`config.mk`:
```
export PLATFORM = sky130hd
export DESIGN_NAME = apb_watchdog
export DESIGN_NICKNAME = d
export VERILOG_FILES = /design/src/rtl/wdt_pkg.sv /design/src/rtl/wdt_rst_sync.sv /design/src/rtl/wdt_regfile.sv /design/src/rtl/wdt_core.sv /design/src/rtl/wdt_outsel.sv /design/src/rtl/apb_watchdog.sv
export SDC_FILE = /design/constraint.sdc
export NUM_CORES = 1
export LEC_CHECK = 0
export ABC_AREA = 1
export BUFFER_PORTS_ARGS = -buffer_cell sky130_fd_sc_hd__buf_2
export CORE_ASPECT_RATIO = 0.7
export CORE_MARGIN = 4
export CORE_UTILIZATION = 45
export CTS_BUF_LIST = sky130_fd_sc_hd__clkbuf_16
export DETAILED_ROUTE_END_ITERATION = 10
export HOLD_SLACK_MARGIN = 0.08
export PLACE_DENSITY = 0.62
export SYNTH_ARGS = -nofsm -noshare
export SYNTH_HDL_FRONTEND = slang
export SYNTH_SLANG_ARGS = --single-unit
```
`constraint.sdc`:
```
create_clock -name pclk -period 5.85 [get_ports pclk]
set_clock_uncertainty 0.15 [all_clocks]
set_input_delay 0.2925 -clock pclk [delete_from_list [all_inputs] [get_ports pclk]]
set_output_delay 0.2925 -clock pclk [all_outputs]
set_load 0.02 [all_outputs]
```
`src/rtl/wdt_pkg.sv`:
```
package wdt_pkg;

  localparam int BUS_W  = 32;
  localparam int ADDR_W = 12;

  localparam logic [ADDR_W-1:0] OFF_START  = 12'h000;
  localparam logic [ADDR_W-1:0] OFF_COUNT  = 12'h004;
  localparam logic [ADDR_W-1:0] OFF_CTRL   = 12'h008;
  localparam logic [ADDR_W-1:0] OFF_CLEAR  = 12'h00C;
  localparam logic [ADDR_W-1:0] OFF_RAW    = 12'h010;
  localparam logic [ADDR_W-1:0] OFF_MASKED = 12'h014;
  localparam logic [ADDR_W-1:0] OFF_LOCK   = 12'hC00;
  localparam logic [ADDR_W-1:0] OFF_TCTRL  = 12'hF00;
  localparam logic [ADDR_W-1:0] OFF_TOUT   = 12'hF04;

  localparam logic [BUS_W-1:0] OPEN_KEY = 32'h1ACC_E551;

  typedef enum logic [3:0] {
    SEL_START,
    SEL_COUNT,
    SEL_CTRL,
    SEL_CLEAR,
    SEL_RAW,
    SEL_MASKED,
    SEL_LOCK,
    SEL_TCTRL,
    SEL_TOUT,
    SEL_NONE
  } reg_sel_e;

  function automatic reg_sel_e decode_addr(input logic [ADDR_W-1:0] a);
    reg_sel_e s;
    case (a)
      OFF_START:  s = SEL_START;
      OFF_COUNT:  s = SEL_COUNT;
      OFF_CTRL:   s = SEL_CTRL;
      OFF_CLEAR:  s = SEL_CLEAR;
      OFF_RAW:    s = SEL_RAW;
      OFF_MASKED: s = SEL_MASKED;
      OFF_LOCK:   s = SEL_LOCK;
      OFF_TCTRL:  s = SEL_TCTRL;
      OFF_TOUT:   s = SEL_TOUT;
      default:    s = SEL_NONE;
    endcase
    return s;
  endfunction

endpackage

```
`src/rtl/wdt_rst_sync.sv`:
```
module wdt_rst_sync #(
  parameter int STAGES = 2
) (
  input  logic clk,
  input  logic arst_n,
  output logic rst_n_o
);

  logic [STAGES-1:0] sync_q;
  logic [STAGES-1:0] sync_d;

  always_comb begin
    sync_d = {sync_q[STAGES-2:0], 1'b1};
  end

  always_ff @(posedge clk or negedge arst_n) begin
    if (!arst_n) begin
      sync_q <= '0;
    end else begin
      sync_q <= sync_d;
    end
  end

  assign rst_n_o = sync_q[STAGES-1];

endmodule

```
`src/rtl/wdt_regfile.sv`:
```
module wdt_regfile
  import wdt_pkg::*;
#(
  parameter int CNT_W = 32
) (
  input  logic              clk,
  input  logic              rst_n,
  input  logic              psel,
  input  logic              penable,
  input  logic              pwrite,
  input  logic [ADDR_W-1:0] paddr,
  input  logic [BUS_W-1:0]  pwdata,
  output logic [BUS_W-1:0]  prdata,
  input  logic [CNT_W-1:0]  cnt_i,
  input  logic              flag_i,
  output logic [CNT_W-1:0]  start_o,
  output logic              run_o,
  output logic              rst_en_o,
  output logic              locked_o,
  output logic              test_en_o,
  output logic [1:0]        test_out_o,
  output logic              reload_o,
  output logic [CNT_W-1:0]  reload_val_o,
  output logic              clr_o
);

  localparam logic [CNT_W-1:0] START_INIT = '1;

  reg_sel_e sel;
  logic     wr_acc;
  logic     wr_ok;

  logic [CNT_W-1:0] start_q, start_d;
  logic             start_ce;
  logic [1:0]       ctrl_q, ctrl_d;
  logic             ctrl_ce;
  logic             locked_q, locked_d;
  logic             lock_ce;
  logic             tctrl_q, tctrl_d;
  logic             tctrl_ce;
  logic [1:0]       tout_q, tout_d;
  logic             tout_ce;
  logic [BUS_W-1:0] rd_mux;

  assign sel    = decode_addr(paddr);
  assign wr_acc = psel && penable && pwrite;
  assign wr_ok  = wr_acc && !locked_q;

  // next-state and clock enables
  always_comb begin
    start_ce = wr_ok && (sel == SEL_START);
    start_d  = pwdata[CNT_W-1:0];
    ctrl_ce  = wr_ok && (sel == SEL_CTRL);
    ctrl_d   = pwdata[1:0];
    lock_ce  = wr_acc && (sel == SEL_LOCK);
    locked_d = (pwdata != OPEN_KEY);
    tctrl_ce = wr_ok && (sel == SEL_TCTRL);
    tctrl_d  = pwdata[0];
    tout_ce  = wr_ok && (sel == SEL_TOUT);
    tout_d   = pwdata[1:0];
  end

  always_ff @(posedge clk or negedge rst_n) begin
    if (!rst_n) begin
      start_q  <= START_INIT;
      ctrl_q   <= 2'b00;
      locked_q <= 1'b0;
      tctrl_q  <= 1'b0;
      tout_q   <= 2'b00;
    end else begin
      if (start_ce) start_q  <= start_d;
      if (ctrl_ce)  ctrl_q   <= ctrl_d;
      if (lock_ce)  locked_q <= locked_d;
      if (tctrl_ce) tctrl_q  <= tctrl_d;
      if (tout_ce)  tout_q   <= tout_d;
    end
  end

  // counter reload requests: start-value write or clear write
  always_comb begin
    clr_o        = wr_ok && (sel == SEL_CLEAR);
    reload_o     = start_ce || clr_o;
    reload_val_o = start_ce ? start_d : start_q;
  end

  // read data
  always_comb begin
    case (sel)
      SEL_START:  rd_mux = BUS_W'(start_q);
      SEL_COUNT:  rd_mux = BUS_W'(cnt_i);
      SEL_CTRL:   rd_mux = BUS_W'(ctrl_q);
      SEL_RAW:    rd_mux = BUS_W'(flag_i);
      SEL_MASKED: rd_mux = BUS_W'(flag_i && ctrl_q[0]);
      SEL_LOCK:   rd_mux = BUS_W'(locked_q);
      SEL_TCTRL:  rd_mux = BUS_W'(tctrl_q);
      default:    rd_mux = '0;
    endcase
    prdata = (psel && !pwrite) ? rd_mux : '0;
  end

  assign start_o    = start_q;
  assign run_o      = ctrl_q[0];
  assign rst_en_o   = ctrl_q[1];
  assign locked_o   = locked_q;
  assign test_en_o  = tctrl_q;
  assign test_out_o = tout_q;

endmodule

```
`src/rtl/wdt_core.sv`:
```
module wdt_core #(
  parameter int CNT_W = 32
) (
  input  logic             clk,
  input  logic             rst_n,
  input  logic             run_i,
  input  logic             rst_en_i,
  input  logic [CNT_W-1:0] start_i,
  input  logic             reload_i,
  input  logic [CNT_W-1:0] reload_val_i,
  input  logic             clr_i,
  output logic [CNT_W-1:0] cnt_o,
  output logic             flag_o,
  output logic             trip_o
);

  localparam logic [CNT_W-1:0] CNT_INIT = '1;
  localparam logic [CNT_W-1:0] CNT_ONE  = CNT_W'(1);

  logic [CNT_W-1:0] cnt_q, cnt_d;
  logic             flag_q, flag_d;
  logic             trip_q, trip_d;
  logic             cnt_ce, flag_ce, trip_ce;
  logic             at_zero;
  logic             expire;

  assign at_zero = (cnt_q == '0);
  // a software reload in the same clock takes precedence over expiry
  assign expire  = run_i && at_zero && !reload_i;

  always_comb begin
    cnt_ce  = reload_i || run_i;
    flag_ce = clr_i || expire;
    trip_ce = expire && flag_q && rst_en_i;

    if (reload_i) begin
      cnt_d = reload_val_i;
    end else if (at_zero) begin
      cnt_d = start_i;
    end else begin
      cnt_d = cnt_q - CNT_ONE;
    end

    flag_d = !clr_i;
    trip_d = 1'b1;
  end

  always_ff @(posedge clk or negedge rst_n) begin
    if (!rst_n) begin
      cnt_q  <= CNT_INIT;
      flag_q <= 1'b0;
      trip_q <= 1'b0;
    end else begin
      if (cnt_ce)  cnt_q  <= cnt_d;
      if (flag_ce) flag_q <= flag_d;
      if (trip_ce) trip_q <= trip_d;
    end
  end

  assign cnt_o  = cnt_q;
  assign flag_o = flag_q;
  assign trip_o = trip_q;

endmodule

```
`src/rtl/wdt_outsel.sv`:
```
module wdt_outsel (
  input  logic       test_en_i,
  input  logic [1:0] test_out_i,
  input  logic       flag_i,
  input  logic       run_i,
  input  logic       trip_i,
  output logic       irq_o,
  output logic       rst_req_o
);

  always_comb begin
    if (test_en_i) begin
      irq_o     = test_out_i[1];
      rst_req_o = test_out_i[0];
    end else begin
      irq_o     = flag_i && run_i;
      rst_req_o = trip_i;
    end
  end

endmodule

```
`src/rtl/apb_watchdog.sv`:
```
module apb_watchdog
  import wdt_pkg::*;
#(
  parameter int CNT_W       = 32,
  parameter int SYNC_STAGES = 2
) (
  input  logic              pclk,
  input  logic              presetn,
  input  logic              psel,
  input  logic              penable,
  input  logic              pwrite,
  input  logic [ADDR_W-1:0] paddr,
  input  logic [BUS_W-1:0]  pwdata,
  output logic [BUS_W-1:0]  prdata,
  output logic              pready,
  output logic              pslverr,
  output logic              irq_o,
  output logic              rst_req_o
);

  logic             rst_n_sync;
  logic [CNT_W-1:0] cnt_value;
  logic [CNT_W-1:0] start_value;
  logic [CNT_W-1:0] reload_val;
  logic             tmo_flag;
  logic             run_en;
  logic             rst_en;
  logic             locked;
  logic             test_en;
  logic [1:0]       test_out;
  logic             reload_req;
  logic             clr_req;
  logic             trip;

  wdt_rst_sync #(.STAGES(SYNC_STAGES)) u_rst_sync (
    .clk     (pclk),
    .arst_n  (presetn),
    .rst_n_o (rst_n_sync)
  );

  wdt_regfile #(.CNT_W(CNT_W)) u_regs (
    .clk          (pclk),
    .rst_n        (rst_n_sync),
    .psel         (psel),
    .penable      (penable),
    .pwrite       (pwrite),
    .paddr        (paddr),
    .pwdata       (pwdata),
    .prdata       (prdata),
    .cnt_i        (cnt_value),
    .flag_i       (tmo_flag),
    .start_o      (start_value),
    .run_o        (run_en),
    .rst_en_o     (rst_en),
    .locked_o     (locked),
    .test_en_o    (test_en),
    .test_out_o   (test_out),
    .reload_o     (reload_req),
    .reload_val_o (reload_val),
    .clr_o        (clr_req)
  );

  wdt_core #(.CNT_W(CNT_W)) u_core (
    .clk          (pclk),
    .rst_n        (rst_n_sync),
    .run_i        (run_en),
    .rst_en_i     (rst_en),
    .start_i      (start_value),
    .reload_i     (reload_req),
    .reload_val_i (reload_val),
    .clr_i        (clr_req),
    .cnt_o        (cnt_value),
    .flag_o       (tmo_flag),
    .trip_o       (trip)
  );

  wdt_outsel u_outsel (
    .test_en_i  (test_en),
    .test_out_i (test_out),
    .flag_i     (tmo_flag),
    .run_i      (run_en),
    .trip_i     (trip),
    .irq_o      (irq_o),
    .rst_req_o  (rst_req_o)
  );

  assign pready  = 1'b1;
  assign pslverr = 1'b0;

endmodule

```
==> results.toml <==
[power]
ir_worst_vdd_uv = 155.2
p_per_area_nw_per_um2 = 178.7
p_leak_nw = 3.004

[floorplan]
coreArea_um2 = 11690
die_x_um = 138.5
initial_core_util_pct = 45.88
die_y_um = 99.33
die_area_um2 = 13750
rows = 33
io_pins = 85

[sta]
hold_viol_final = 0
setup_viol = 0
layout_min_cycle_time_ns = 3.795
max-slew-margin-rel_pct = 16.93
worst_pin_slew_ns = 1.241
setup_ws_ns = 2.055
setup_tns_ns = 0
rsz0062_at_grt = "false"
period_share_pct = 64.87
fmax_mhz = 263.5
slew_violations = 0

[placement]
dpl.hpwl_mm = 12.28
place_ws_ns = 2.176
gp_congestion = 0.9391
numPortBuffers = 82

[drt]
vias = 5581
top_layer_used = "met4"
wl_met1_mm = 8.541
viasPerCell = 5.356
drtPass1Iterations = 5
wirelength_mm = 17.33
ant_nets = 0
wl_met2_mm = 7.351
routed-wl-met3_mm = 1.239
route.detailed.drc = 0
drt_iter0_drc = 483
routedWlPerCell_um = 16.63

[global_routing]
grt_start_max_net_pins = 48
grt_pass1_wl_mm = 28.55
grt_pass1_vias = 5389
grt_overflow = 0
grt_usage_pct = 25.80
antenna_found_initial = 0

[clocking]
htreeDepth = 3
ctsResizeCount = 0
cts_root_buf = "clkbuf_16"
clock_latency_ns = 0.34
cts_inserted_buffers = 9
clock-sinks = 74
cts.path.max_buffers = 2
path_clk_slew_ns = 0.06
cts_tree = "built"

[synth]
ys_warn_count = 0
synth_area_um2 = 5361
ys_types = 37
ys_ff_latch = 74
ys_seq_area_share_pct = 36.03
avgSynthCellArea_um2 = 6.778
netlist_instances = 791

[hold_path]
min_path_type = "in2reg"

[setup_path]
cp.required_ns = 5.41
worst_ep_arrival_time_ns = 3.35
critPathCaptureType = "primary output"
worstSetupPathType = "in2out"
path_max_fanout = 20
start_kind = "input port"

[job]
drv_cap = 0

[layout]
final_cell_mix = "nand2_1 (215), nor2_1 (102), inv_1 (98)"
nets = 931
antenna_cells = 0
nFillCells = 1183
syn_to_final_growth_pct = 18.69
final_common_cell = "nand2_1"
drive_above_1_share_pct = 23.16

[run_status]
status = "finished, final reports clean"
-- what timing repair did --
| item | in CTS | in global routing |
|---|---|---|
| endpoints found under the hold margin | 25 | 0 |
| buffers inserted | 0 | 0 |
| hold buffers | 24 | 0 |
-- through the flow --
stage	area [um^2]	instances	hold WS (ns)	util [%]	power, mW
after global routing	6364	1042	0.08737	54.46	1.182
final	6364	1042	0.08823	54.46	1.137
after global placement	5829	1002	-0.07276	49.89	0.5738
after CTS	6364	1042	0.08016	54.46	1.146
after detailed placement	5829	1002	-0.07059	49.89	0.5753
after floorplan	5365	792	-0.1531	-	0.5468
-- where the power goes --
part           internal [mW]  switching (mW)  leakage [nW]
sequential             0.515         0.00589         0.783
combinational         0.0271          0.0319          2.08
clock                  0.330           0.227         0.143
total                  0.872           0.265          3.00
-- layout make-up --
| cell class | instances | area [um^2] | area share [%] |
|---|---|---|---|
| multi-input cells | 583 | 2878 | 45.22 |
| repair buffers | 109 | 673.1 | 10.58 |
| clock buffers | 9 | 225.2 | 3.539 |
| flip-flops and latches | 74 | 1933 | 30.38 |
| well taps | 157 | 196.4 | 3.087 |
| inverters | 103 | 389.1 | 6.115 |
| clock inverters | 7 | 68.82 | 1.081 |
-- Yosys cell counts --
| master | n | area [um^2] |
|---|---|---|
| o21ai_0 | 46 | 230.2 |
| a21o_1 | 1 | 7.510 |
| buf_6 | 3 | 33.78 |
| o21ai_1 | 12 | 60.06 |
| a31oi_1 | 1 | 6.260 |
| a22oi_1 | 6 | 45.04 |
| inv_1 | 98 | 367.9 |
| clkbuf_1 | 11 | 41.29 |
| or2_2 | 3 | 18.77 |
| nor3_2 | 1 | 10.01 |
| ha_1 | 2 | 25.02 |
| nand2_1 | 215 | 807.0 |
| mux2_2 | 6 | 67.56 |
| dfstp_2 | 64 | 1682 |
| o22ai_1 | 18 | 112.6 |
| mux2_4 | 12 | 180.2 |
| xnor2_1 | 2 | 17.52 |
| buf_2 | 15 | 75.07 |
| buf_4 | 2 | 15.01 |
| o21ai_2 | 1 | 8.760 |
| nor2_2 | 4 | 25.02 |
| nor2_4 | 2 | 22.52 |
| dfrtp_1 | 10 | 250.2 |
| conb_1 | 2 | 7.510 |
| nand3_1 | 63 | 315.3 |
| a21oi_1 | 19 | 95.09 |
| inv_4 | 1 | 6.260 |
| nor2_1 | 103 | 386.6 |
| inv_2 | 4 | 15.01 |
| nand2_2 | 3 | 18.77 |
| nand4_1 | 28 | 175.2 |
| nand3b_1 | 1 | 7.510 |
| nand2_4 | 2 | 22.52 |
| buf_1 | 1 | 3.750 |
| xor2_1 | 12 | 105.1 |
| nor3_1 | 10 | 50.05 |
| nor4_1 | 7 | 43.79 |
-- path summary, 6_finish.rpt --
| kind | start | end | slack [ns] | depth (start not counted) |
|---|---|---|---|---|
| min in group asynchronous | presetn | u_rst_sync.sync_q[0]$_DFF_PN0_ | 0.11 | 2 |
| worst min-delay path | pwdata[18] | u_regs.start_o[18]$_DFF_PN1_ | 0.09 | 2 |
| worst min register to register | u_rst_sync.sync_q[0]$_DFF_PN0_ | u_rst_sync.sync_q[1]$_DFF_PN0_ | 0.20 | 0 |
| worst max-delay path | paddr[3] | prdata[0] | 2.05 | 11 |
| worst max register to register | u_core.cnt_o[23]$_DFFE_PN1P_ | u_core.cnt_o[6]$_DFFE_PN1P_ | 2.43 | 9 |
| max in group asynchronous | u_rst_sync.sync_q[1]$_DFF_PN0_ | u_regs.start_o[29]$_DFF_PN1_ | 4.24 | 1 |
-- critical path: stages --
cell and delay [ns]:
buf_2 0.13, inv_2 0.09, nand2_1 0.05, nor2_1 0.93, nand3_1 0.96, o21ai_0 0.43
inv_1 0.07, nand3_1 0.08, nor2_1 0.04, nor2_1 0.08, buf_2 0.17
-- state kept, by name (all words and copies together), names as in the netlist --
signal and flops:
u_core.cnt_o 32, u_core.flag_o 1, u_core.trip_o 1, u_regs.ctrl_q 2
u_regs.locked_o 1, u_regs.start_o 32, u_regs.test_en_o 1, u_regs.test_out_o 2
u_rst_sync.sync_q 2
-- layer usage --
metal / GRT usage (%) / up-vias
met5: 0 / -
met4: 5.087 / 0
met3: 6.151 / 15
met2: 38.98 / 220
met1: 37.97 / 2606
li1: - / 2740
-- cell families after synthesis --
logic type | after synthesis | share of synthesized area (%)
fa+ha+maj | 2 | 0.4667
mux | 18 | 4.621
buf+inv | 135 | 10.41
compound gates | 104 | 10.55
xor+xnor | 14 | 2.287
simple gates | 442 | 35.50
flops | 74 | 36.03
other cells | 2 | 0.1401
Power figures use the tool's default switching activity.
